## config.mk

```make
export PLATFORM = sky130hd
export DESIGN_NAME = spi_burst_master
export DESIGN_NICKNAME = d
export VERILOG_FILES = /design/src/rtl/spi_burst_pkg.sv /design/src/rtl/spi_word_fifo.sv /design/src/rtl/spi_rate_div.sv /design/src/rtl/spi_shift_engine.sv /design/src/rtl/spi_burst_master.sv
export SDC_FILE = /design/constraint.sdc
export NUM_CORES = 1
export LEC_CHECK = 0
export ABC_AREA = 1
export ABC_CLOCK_PERIOD_IN_PS = 10300
export BUFFER_PORTS_ARGS = -buffer_cell sky130_fd_sc_hd__buf_2
export CAP_MARGIN = 20
export CORE_AREA = 2 2 166 168
export DETAILED_ROUTE_END_ITERATION = 12
export DIE_AREA = 0 0 168 170
export GPL_TIMING_DRIVEN = 1
export MAX_ROUTING_LAYER = met4
export PLACE_DENSITY = 0.8
export SYNTH_ARGS = -nofsm -noshare
export SYNTH_HDL_FRONTEND = slang
export SYNTH_SLANG_ARGS = --single-unit
```

## constraint.sdc

```tcl
create_clock -name clk -period 10.3 [get_ports clk]
set_clock_uncertainty 0.1 [all_clocks]
set_input_delay 1.545 -clock clk [delete_from_list [all_inputs] [get_ports clk]]
set_output_delay 1.545 -clock clk [all_outputs]
set_load 0.05 [all_outputs]
```

## src/rtl/spi_burst_pkg.sv

```systemverilog
package spi_burst_pkg;

  localparam int unsigned WORD_W   = 32;
  localparam int unsigned LEN_W    = $clog2(WORD_W);
  localparam int unsigned RATE_W   = 3;
  localparam int unsigned NUM_SEL  = 4;
  localparam int unsigned SEL_W    = $clog2(NUM_SEL);

  // word index of each slot (byte offset / 4)
  localparam int unsigned SLOT_RX   = 0;
  localparam int unsigned SLOT_TX   = 1;
  localparam int unsigned SLOT_CTRL = 2;
  localparam int unsigned SLOT_IEN  = 3;
  localparam int unsigned SLOT_STAT = 5;

  // control slot bit positions
  localparam int unsigned CB_EN    = 0;
  localparam int unsigned CB_MST   = 1;
  localparam int unsigned CB_XCH   = 2;
  localparam int unsigned CB_POL   = 4;
  localparam int unsigned CB_PHA   = 5;
  localparam int unsigned CB_SSCTL = 6;
  localparam int unsigned CB_SSPOL = 7;
  localparam int unsigned CB_LEN   = 8;
  localparam int unsigned CB_RATE  = 16;
  localparam int unsigned CB_SEL   = 24;

  // status / interrupt-enable bit positions
  localparam int unsigned SB_DONE  = 8;
  localparam int unsigned SB_OVF   = 6;

  typedef struct packed {
    logic              pol;
    logic              pha;
    logic              sspol;
    logic [LEN_W-1:0]  len_m1;
    logic [RATE_W-1:0] rate;
    logic [SEL_W-1:0]  sel;
  } link_cfg_t;

  typedef enum logic {ENG_IDLE, ENG_SHIFT} eng_state_t;

endpackage

```

## src/rtl/spi_word_fifo.sv

```systemverilog
module spi_word_fifo #(
  parameter int unsigned WIDTH = 32,
  parameter int unsigned DEPTH = 4,
  localparam int unsigned AW   = $clog2(DEPTH),
  localparam int unsigned CW   = AW + 1
) (
  input  logic             clk,
  input  logic             rst_n,
  input  logic             flush,
  input  logic             push,
  input  logic [WIDTH-1:0] wdata,
  input  logic             pop,
  output logic [WIDTH-1:0] rdata,
  output logic             empty,
  output logic             full,
  output logic [CW-1:0]    count
);

  logic [WIDTH-1:0] mem_q [DEPTH];
  logic [AW-1:0]    wp_q, wp_d, rp_q, rp_d;
  logic [CW-1:0]    cnt_q, cnt_d;
  logic             do_push, do_pop;

  assign empty   = (cnt_q == '0);
  assign full    = (cnt_q == CW'(DEPTH));
  assign count   = cnt_q;
  assign rdata   = mem_q[rp_q];
  assign do_push = push && !full && !flush;
  assign do_pop  = pop && !empty && !flush;

  always_comb begin
    wp_d  = wp_q;
    rp_d  = rp_q;
    cnt_d = cnt_q;
    if (flush) begin
      wp_d  = '0;
      rp_d  = '0;
      cnt_d = '0;
    end else begin
      if (do_push) wp_d = wp_q + 1'b1;
      if (do_pop)  rp_d = rp_q + 1'b1;
      case ({do_push, do_pop})
        2'b10:   cnt_d = cnt_q + 1'b1;
        2'b01:   cnt_d = cnt_q - 1'b1;
        default: cnt_d = cnt_q;
      endcase
    end
  end

  always_ff @(posedge clk or negedge rst_n) begin
    if (!rst_n) begin
      wp_q  <= '0;
      rp_q  <= '0;
      cnt_q <= '0;
    end else begin
      wp_q  <= wp_d;
      rp_q  <= rp_d;
      cnt_q <= cnt_d;
    end
  end

  for (genvar g = 0; g < DEPTH; g++) begin : g_slot
    always_ff @(posedge clk) begin
      if (do_push && wp_q == AW'(g)) mem_q[g] <= wdata;
    end
  end

endmodule

```

## src/rtl/spi_rate_div.sv

```systemverilog
module spi_rate_div #(
  parameter int unsigned RATE_BITS = 3,
  localparam int unsigned MAX_HALF = 2 << ((1 << RATE_BITS) - 1),
  localparam int unsigned CW       = $clog2(MAX_HALF) + 1
) (
  input  logic                 clk,
  input  logic                 rst_n,
  input  logic                 run,
  input  logic [RATE_BITS-1:0] rate,
  output logic                 tick
);

  logic [CW-1:0] cnt_q, cnt_d;
  logic [CW-1:0] last;

  // half period = 2 << rate system clocks
  assign last = (CW'(2) << rate) - CW'(1);
  assign tick = run && (cnt_q == last);

  always_comb begin
    if (!run || tick) cnt_d = '0;
    else              cnt_d = cnt_q + 1'b1;
  end

  always_ff @(posedge clk or negedge rst_n) begin
    if (!rst_n) cnt_q <= '0;
    else        cnt_q <= cnt_d;
  end

endmodule

```

## src/rtl/spi_shift_engine.sv

```systemverilog
module spi_shift_engine
  import spi_burst_pkg::*;
(
  input  logic              clk,
  input  logic              rst_n,
  input  logic              en,
  input  logic              start,
  input  link_cfg_t         cfg,
  input  logic              tx_empty,
  input  logic [WORD_W-1:0] tx_word,
  input  logic              miso,
  output logic              tx_pop,
  output logic              rx_push,
  output logic [WORD_W-1:0] rx_word,
  output logic              done,
  output logic              busy,
  output logic              sclk,
  output logic              mosi
);

  eng_state_t        st_q, st_d;
  logic              half_q, half_d;
  logic [LEN_W-1:0]  bit_q, bit_d;
  logic [WORD_W-1:0] tx_sh_q;
  logic [WORD_W-1:0] rx_sh_q, rx_sh_d;
  logic              tick;

  spi_rate_div #(.RATE_BITS(RATE_W)) u_div (
    .clk  (clk),
    .rst_n(rst_n),
    .run  (st_q == ENG_SHIFT),
    .rate (cfg.rate),
    .tick (tick)
  );

  always_comb begin
    st_d    = st_q;
    half_d  = half_q;
    bit_d   = bit_q;
    rx_sh_d = rx_sh_q;
    tx_pop  = 1'b0;
    rx_push = 1'b0;
    done    = 1'b0;
    if (!en) begin
      st_d   = ENG_IDLE;
      half_d = 1'b0;
    end else begin
      case (st_q)
        ENG_IDLE: begin
          if (start) begin
            if (tx_empty) begin
              done = 1'b1;
            end else begin
              tx_pop  = 1'b1;
              rx_sh_d = '0;
              bit_d   = cfg.len_m1;
              half_d  = 1'b0;
              st_d    = ENG_SHIFT;
            end
          end
        end
        ENG_SHIFT: begin
          if (tick) begin
            if (!half_q) begin
              half_d  = 1'b1;
              rx_sh_d = {rx_sh_q[WORD_W-2:0], miso};
            end else begin
              half_d = 1'b0;
              if (bit_q == '0) begin
                rx_push = 1'b1;
                if (!tx_empty) begin
                  tx_pop  = 1'b1;
                  rx_sh_d = '0;
                  bit_d   = cfg.len_m1;
                end else begin
                  st_d = ENG_IDLE;
                  done = 1'b1;
                end
              end else begin
                bit_d = bit_q - 1'b1;
              end
            end
          end
        end
        default: st_d = ENG_IDLE;
      endcase
    end
  end

  always_ff @(posedge clk or negedge rst_n) begin
    if (!rst_n) begin
      st_q    <= ENG_IDLE;
      half_q  <= 1'b0;
      bit_q   <= '0;
      rx_sh_q <= '0;
    end else begin
      st_q    <= st_d;
      half_q  <= half_d;
      bit_q   <= bit_d;
      rx_sh_q <= rx_sh_d;
    end
  end

  always_ff @(posedge clk or negedge rst_n) begin
    if (!rst_n)      tx_sh_q <= '0;
    else if (tx_pop) tx_sh_q <= tx_word;
  end

  assign busy    = (st_q == ENG_SHIFT);
  assign rx_word = rx_sh_q;
  assign mosi    = busy ? tx_sh_q[bit_q] : 1'b0;
  // phase 0: active level in second half; phase 1: active in first half
  assign sclk    = cfg.pol ^ (busy & (cfg.pha ? ~half_q : half_q));

endmodule

```

## src/rtl/spi_burst_master.sv

```systemverilog
module spi_burst_master
  import spi_burst_pkg::*;
#(
  parameter int unsigned FIFO_DEPTH = 4,
  parameter int unsigned ADDR_W     = 5
) (
  input  logic               clk,
  input  logic               rst_n,
  input  logic               reg_wr,
  input  logic               reg_rd,
  input  logic [ADDR_W-1:0]  reg_addr,
  input  logic [WORD_W-1:0]  reg_wdata,
  output logic [WORD_W-1:0]  reg_rdata,
  output logic               sclk,
  output logic               mosi,
  input  logic               miso,
  output logic [NUM_SEL-1:0] cs_out,
  output logic               irq
);

  localparam int unsigned SLOT_W = ADDR_W - 2;
  localparam int unsigned CNT_W  = $clog2(FIFO_DEPTH) + 1;

  logic [SLOT_W-1:0] slot;
  logic wr_tx, wr_ctrl, wr_ien, wr_stat, rd_rx;

  logic      en_q, en_d, mst_q, mst_d, ssctl_q, ssctl_d, xch_q, xch_d;
  link_cfg_t cfg_q, cfg_d;
  logic      ie_done_q, ie_done_d, ie_ovf_q, ie_ovf_d;
  logic      done_q, done_d, ovf_q, ovf_d;

  logic              tx_empty, tx_full, tx_pop;
  logic [WORD_W-1:0] tx_head;
  logic [CNT_W-1:0]  tx_count;
  logic              rx_empty, rx_full, rx_push;
  logic [WORD_W-1:0] rx_head, rx_word;
  logic [CNT_W-1:0]  rx_count;
  logic              eng_done, eng_busy;
  logic [WORD_W-1:0] ctrl_view;

  assign slot    = reg_addr[ADDR_W-1:2];
  assign wr_tx   = reg_wr && (slot == SLOT_W'(SLOT_TX));
  assign wr_ctrl = reg_wr && (slot == SLOT_W'(SLOT_CTRL));
  assign wr_ien  = reg_wr && (slot == SLOT_W'(SLOT_IEN));
  assign wr_stat = reg_wr && (slot == SLOT_W'(SLOT_STAT));
  assign rd_rx   = reg_rd && (slot == SLOT_W'(SLOT_RX)) && !rx_empty;

  spi_word_fifo #(.WIDTH(WORD_W), .DEPTH(FIFO_DEPTH)) u_tx_q (
    .clk  (clk),
    .rst_n(rst_n),
    .flush(!en_q),
    .push (wr_tx),
    .wdata(reg_wdata),
    .pop  (tx_pop),
    .rdata(tx_head),
    .empty(tx_empty),
    .full (tx_full),
    .count(tx_count)
  );

  spi_word_fifo #(.WIDTH(WORD_W), .DEPTH(FIFO_DEPTH)) u_rx_q (
    .clk  (clk),
    .rst_n(rst_n),
    .flush(!en_q),
    .push (rx_push),
    .wdata(rx_word),
    .pop  (rd_rx),
    .rdata(rx_head),
    .empty(rx_empty),
    .full (rx_full),
    .count(rx_count)
  );

  spi_shift_engine u_eng (
    .clk     (clk),
    .rst_n   (rst_n),
    .en      (en_q),
    .start   (xch_q),
    .cfg     (cfg_q),
    .tx_empty(tx_empty),
    .tx_word (tx_head),
    .miso    (miso),
    .tx_pop  (tx_pop),
    .rx_push (rx_push),
    .rx_word (rx_word),
    .done    (eng_done),
    .busy    (eng_busy),
    .sclk    (sclk),
    .mosi    (mosi)
  );

  // register next state
  always_comb begin
    en_d      = en_q;
    mst_d     = mst_q;
    ssctl_d   = ssctl_q;
    cfg_d     = cfg_q;
    xch_d     = xch_q;
    ie_done_d = ie_done_q;
    ie_ovf_d  = ie_ovf_q;
    done_d    = done_q;
    ovf_d     = ovf_q;
    if (wr_ctrl) begin
      en_d         = reg_wdata[CB_EN];
      mst_d        = reg_wdata[CB_MST];
      ssctl_d      = reg_wdata[CB_SSCTL];
      cfg_d.pol    = reg_wdata[CB_POL];
      cfg_d.pha    = reg_wdata[CB_PHA];
      cfg_d.sspol  = reg_wdata[CB_SSPOL];
      cfg_d.len_m1 = reg_wdata[CB_LEN +: LEN_W];
      cfg_d.rate   = reg_wdata[CB_RATE +: RATE_W];
      cfg_d.sel    = reg_wdata[CB_SEL +: SEL_W];
      xch_d        = reg_wdata[CB_XCH] & reg_wdata[CB_EN];
    end else if (eng_done || !en_q) begin
      xch_d = 1'b0;
    end
    if (wr_ien) begin
      ie_done_d = reg_wdata[SB_DONE];
      ie_ovf_d  = reg_wdata[SB_OVF];
    end
    if (eng_done)                            done_d = 1'b1;
    else if (wr_stat && reg_wdata[SB_DONE])  done_d = 1'b0;
    if (rx_push && rx_full)                  ovf_d = 1'b1;
    else if (wr_stat && reg_wdata[SB_OVF])   ovf_d = 1'b0;
  end

  always_ff @(posedge clk or negedge rst_n) begin
    if (!rst_n) begin
      en_q      <= 1'b0;
      mst_q     <= 1'b0;
      ssctl_q   <= 1'b0;
      cfg_q     <= '0;
      xch_q     <= 1'b0;
      ie_done_q <= 1'b0;
      ie_ovf_q  <= 1'b0;
      done_q    <= 1'b0;
      ovf_q     <= 1'b0;
    end else begin
      en_q      <= en_d;
      mst_q     <= mst_d;
      ssctl_q   <= ssctl_d;
      cfg_q     <= cfg_d;
      xch_q     <= xch_d;
      ie_done_q <= ie_done_d;
      ie_ovf_q  <= ie_ovf_d;
      done_q    <= done_d;
      ovf_q     <= ovf_d;
    end
  end

  always_comb begin
    ctrl_view                        = '0;
    ctrl_view[CB_EN]                 = en_q;
    ctrl_view[CB_MST]                = mst_q;
    ctrl_view[CB_XCH]                = xch_q;
    ctrl_view[CB_POL]                = cfg_q.pol;
    ctrl_view[CB_PHA]                = cfg_q.pha;
    ctrl_view[CB_SSCTL]              = ssctl_q;
    ctrl_view[CB_SSPOL]              = cfg_q.sspol;
    ctrl_view[CB_LEN +: LEN_W]       = cfg_q.len_m1;
    ctrl_view[CB_RATE +: RATE_W]     = cfg_q.rate;
    ctrl_view[CB_SEL +: SEL_W]       = cfg_q.sel;
  end

  always_comb begin
    reg_rdata = '0;
    case (slot)
      SLOT_W'(SLOT_RX):   reg_rdata = rx_empty ? '0 : rx_head;
      SLOT_W'(SLOT_CTRL): reg_rdata = ctrl_view;
      SLOT_W'(SLOT_IEN): begin
        reg_rdata[SB_DONE] = ie_done_q;
        reg_rdata[SB_OVF]  = ie_ovf_q;
      end
      SLOT_W'(SLOT_STAT): begin
        reg_rdata[SB_DONE] = done_q;
        reg_rdata[SB_OVF]  = ovf_q;
      end
      default: reg_rdata = '0;
    endcase
  end

  for (genvar g = 0; g < NUM_SEL; g++) begin : g_sel
    assign cs_out[g] = (eng_busy && cfg_q.sel == SEL_W'(g)) ? cfg_q.sspol : ~cfg_q.sspol;
  end

  assign irq = (done_q & ie_done_q) | (ovf_q & ie_ovf_q);

endmodule

```

==> run metrics <==
status=completed; GR Util met2=45.22%; Net Switching=943.4 uW; Synth-to-Final Area Change=12.50%; First-pass DRT Iterations=7; Syn Inst Count=1463; P_leak=between 6 and 7 nW; syn_nets=roughly 1500; DR WL/cell=19.21 um; crit path cell chain=buf_2, nor2_1, inv_1, nor2_1, inv_1, nor2_2, inv_1, a221o_1, o21ai_0, buf_2; CTS max path bufs=3; Critical Path Most Common Cell=inv_1; largest family of logic cells by synthesized area=compound AO/OA/AOI/OAI gates; Starting Density=about three fifths; nature of the critical path endpoint=primary output; dpl cells=1819; GRT Total Usage=26.48%; PwrDens=between 150 and 200 nW/um2; MaxCap Viol Count=0; postcts setup bufs=0; Ys Warns=0; Max Fclk=between 150 and 200 MHz; Cell Rows=60; simple-gate share of the synthesized area=13.08%; Post-Synth XOR/XNOR Area=less than 1%; routed wire length=approximately 36000 um; startpoint types=primary input; CTS tree=yes; post-synthesis sequential area ratio=about 67%; M3 GR Usage=3.791%; gr ovfl total=0; Total Neg Setup Slack=0 ns; clk_lat worst skew=0.52 ns; top cell type's share of synthesized area=between 40% and 50%; clock power share=37.7%; Pins Over Slew Limit=0; RSZ-0062 raised after global routing=no; Final setup viols=0; maximum VDD drop=0.0001468 V; Internal Dissipation=2.592 mW; via count=~11000; layout cells sized above 1=11.65%; Fillers=1890; endpoints failing hold=0; Worst slew margin=44.29%; CTS H-tree depth=2; io pins=81; worst endpoint data arrival time=4.02 ns; Resized cells post-CTS=0; CTS Buf Count=38; Worst Path Required=8.66 ns; CTS clk-pin slew, worst paths=0.06 ns; hold_buf cts=0; hpwl dp=21200 um; Switching Share=26.68%; DRC viols=0; Worst path max stage delay=0.54 ns; Slowest-stage cell, CP=inv_1; CP Max Fanout=19; clock root cell=clkbuf_16; initial antenna violation count=2; post-synthesis compound-gate area fraction=about an eighth; #FFs+latches synth=371; crit path time final=~5.7 ns; Finished Layout Cells=around 1900; Logic pwr share=12.6%; first-pass GRT wire length=57460 um; Sink Count=371; vias per cell=about 5.9; Synth cell types=42; area of the die=28560 um2; vias in the first global route=10910; Adder-Cell Fraction of Synth Area=1.127%; HP Class=reg2reg; CP bufs+invs=5; Yosys top cell by area=edfxtp_1; mapped cell area=15770 um2; syn_area_per_cell=10.78 um2; IO Port Bufs=78; Worst-Margin Slew=0.8356 ns; critical path class=in2out; Post-DRT Antenna Nets=0; post-synthesis mux area share=0%; core area=between 20000 and 30000 um2; period utilisation layout=~55%; GP Congestion=0.9143; sequential share of power=49.6%; largest net degree at the start of global routing=between 60 and 70; crit-path leading delay family=buffers and inverters; Top Usage Layer GRT=met2; die height=170 um; Die W=168 um; met1 usage=around a third; Final nets=1579; Initial DRC Count=1281; synth top area cells=edfxtp_1 (49%), dfrtp_1 (18%), o21ai_0 (7.0%), nand2_1 (5.2%), nor2_1 (4.4%)
[placed cells by master (no fill, tap or decap), types with 6 or more instances in the layout]
| cell type | synthesis | final |
|---|---|---|
| edfxtp_1 | 256 | 256 |
| o21ai_0 | 220 | 220 |
| nand2_1 | 220 | 220 |
| nor2_1 | 184 | 176 |
| dfrtp_1 | 115 | 113 |
| inv_1 | 109 | 108 |
| buf_2 | 7 | 77 |
| a21oi_1 | 72 | 72 |
| nand3_1 | 68 | 68 |
| clkbuf_16 | 0 | 39 |
| o22ai_1 | 34 | 34 |
| a32o_1 | 17 | 17 |
| buf_4 | 0 | 16 |
| clkbuf_1 | 58 | 15 |
| ha_1 | 11 | 11 |
| nor2_2 | 4 | 8 |
| nor3_1 | 8 | 7 |
| xor2_1 | 7 | 7 |
| o21ai_1 | 7 | 7 |
| a22o_1 | 6 | 6 |
| nand4_1 | 6 | 6 |
| o211ai_1 | 6 | 6 |
[worst paths after layout]
kind | to | from | depth (start not counted) | slack (ns)
worst min-delay path | u_eng.u_div.cnt_q[0] | u_eng.u_div.cnt_q[0] | 1 | 0.39
worst min register to register | u_eng.u_div.cnt_q[0] | u_eng.u_div.cnt_q[0] | 1 | 0.39
max in group asynchronous | u_rx_q.rp_q[0] | rst_n | 2 | 7.70
worst max register to register | u_rx_q.count[2] | u_eng.bit_q[0] | 18 | 6.37
min in group asynchronous | cfg_q[1] | rst_n | 1 | 1.01
worst max-delay path | reg_rdata[16] | reg_addr[2] | 10 | 4.64
[cell type report]
| type | count | area, um2 | share of cell area (%) |
|---|---|---|---|
| clock buffer | 58 | 1087 | 6.128 |
| sequential | 371 | 10570 | 59.56 |
| antenna | 2 | 5.005 | 0.02821 |
| tap | 341 | 426.7 | 2.405 |
| clock inverter | 12 | 128.9 | 0.7263 |
| inverter | 114 | 430.4 | 2.426 |
| timing repair buffer | 99 | 633.1 | 3.568 |
| multi-input combinational | 900 | 4464 | 25.16 |
[worst reg2reg max path, cell delays in order, from the launching register on]
cell and delay [ns]:
dfrtp_1 0.62, inv_1 0.46, ha_1 0.26, nand2_1 0.06, nor2_1 0.15, nand2_1 0.16, nor3_2 0.17, inv_1 0.06
nor2_1 0.33, nand3_2 0.30, nand2_2 0.22, inv_1 0.07, fa_1 0.38, xnor2_1 0.22, inv_1 0.06, nand2_1 0.06
nand2_1 0.04, nand2_1 0.06, nand2_1 0.05
[layer usage]
layer | up-vias | wire, um
met5 | - | 0
met4 | 0 | 1006
met3 | 72 | 2462
met2 | 449 | 18660
met1 | 5455 | 14310
li1 | 5217 | -
[kinds of logic (layout without fill, tap and decap cells)]
family / count (synthesis) / after routing
flops: 371 / 371
buf+inv: 192 / 283
other cells: 0 / 2
compound gates: 373 / 373
xor+xnor: 11 / 11
fa+ha+maj: 13 / 13
simple gates: 503 / 503
[metrics by stage]
step                hold WS, ns  instance area [um2]  total power [mW]  setup slack (ns)  utilization [%]
CTS                      0.3856                17610             3.541             4.627            66.08
finish                   0.3919                17740             3.535             4.637            66.58
detailed placement       0.3665                16390             2.210             4.645            61.52
global placement         0.3709                16390             2.190             4.655            61.52
global route             0.4301                17740             3.667             4.384            66.58
floorplan                0.3423                15770             2.074             5.378                -
[cell usage after synthesis (all sizes together)]
cell type  number
fa              2
o211ai          6
a221o           1
clkbuf         60
nor3            9
xor2            7
nand4           6
dfrtp         115
nand2         225
o22ai          34
a32o           17
buf            18
a22o            6
nor4            3
edfxtp        256
nand3          70
xnor2           4
a31oi           2
a21oi          72
inv           112
o32ai           1
o31ai           2
a2111oi         1
nor3b           1
o2111ai         4
clkinv          2
ha             11
o21ai         227
nor2          188
or2             1
[state kept, by name (all words and copies together) (netlist names), 3 cells and up]
signal,flops
cfg_q,13
u_eng.bit_q,5
u_eng.rx_word,32
u_eng.tx_sh_q,32
u_eng.u_div.cnt_q,9
u_rx_q.count,3
u_rx_q.mem_q,128
u_tx_q.count,3
u_tx_q.mem_q,128
[power by group through the flow]
stage               Combinational [mW]  Clock (mW)  Sequential, mW
CTS                              0.444        1.35            1.75
global placement                 0.415           0            1.77
finish                           0.447        1.33            1.75
floorplan                        0.334           0            1.74
global route                     0.495        1.41            1.76
detailed placement               0.432           0            1.78
(Power assumes the default switching activity.)
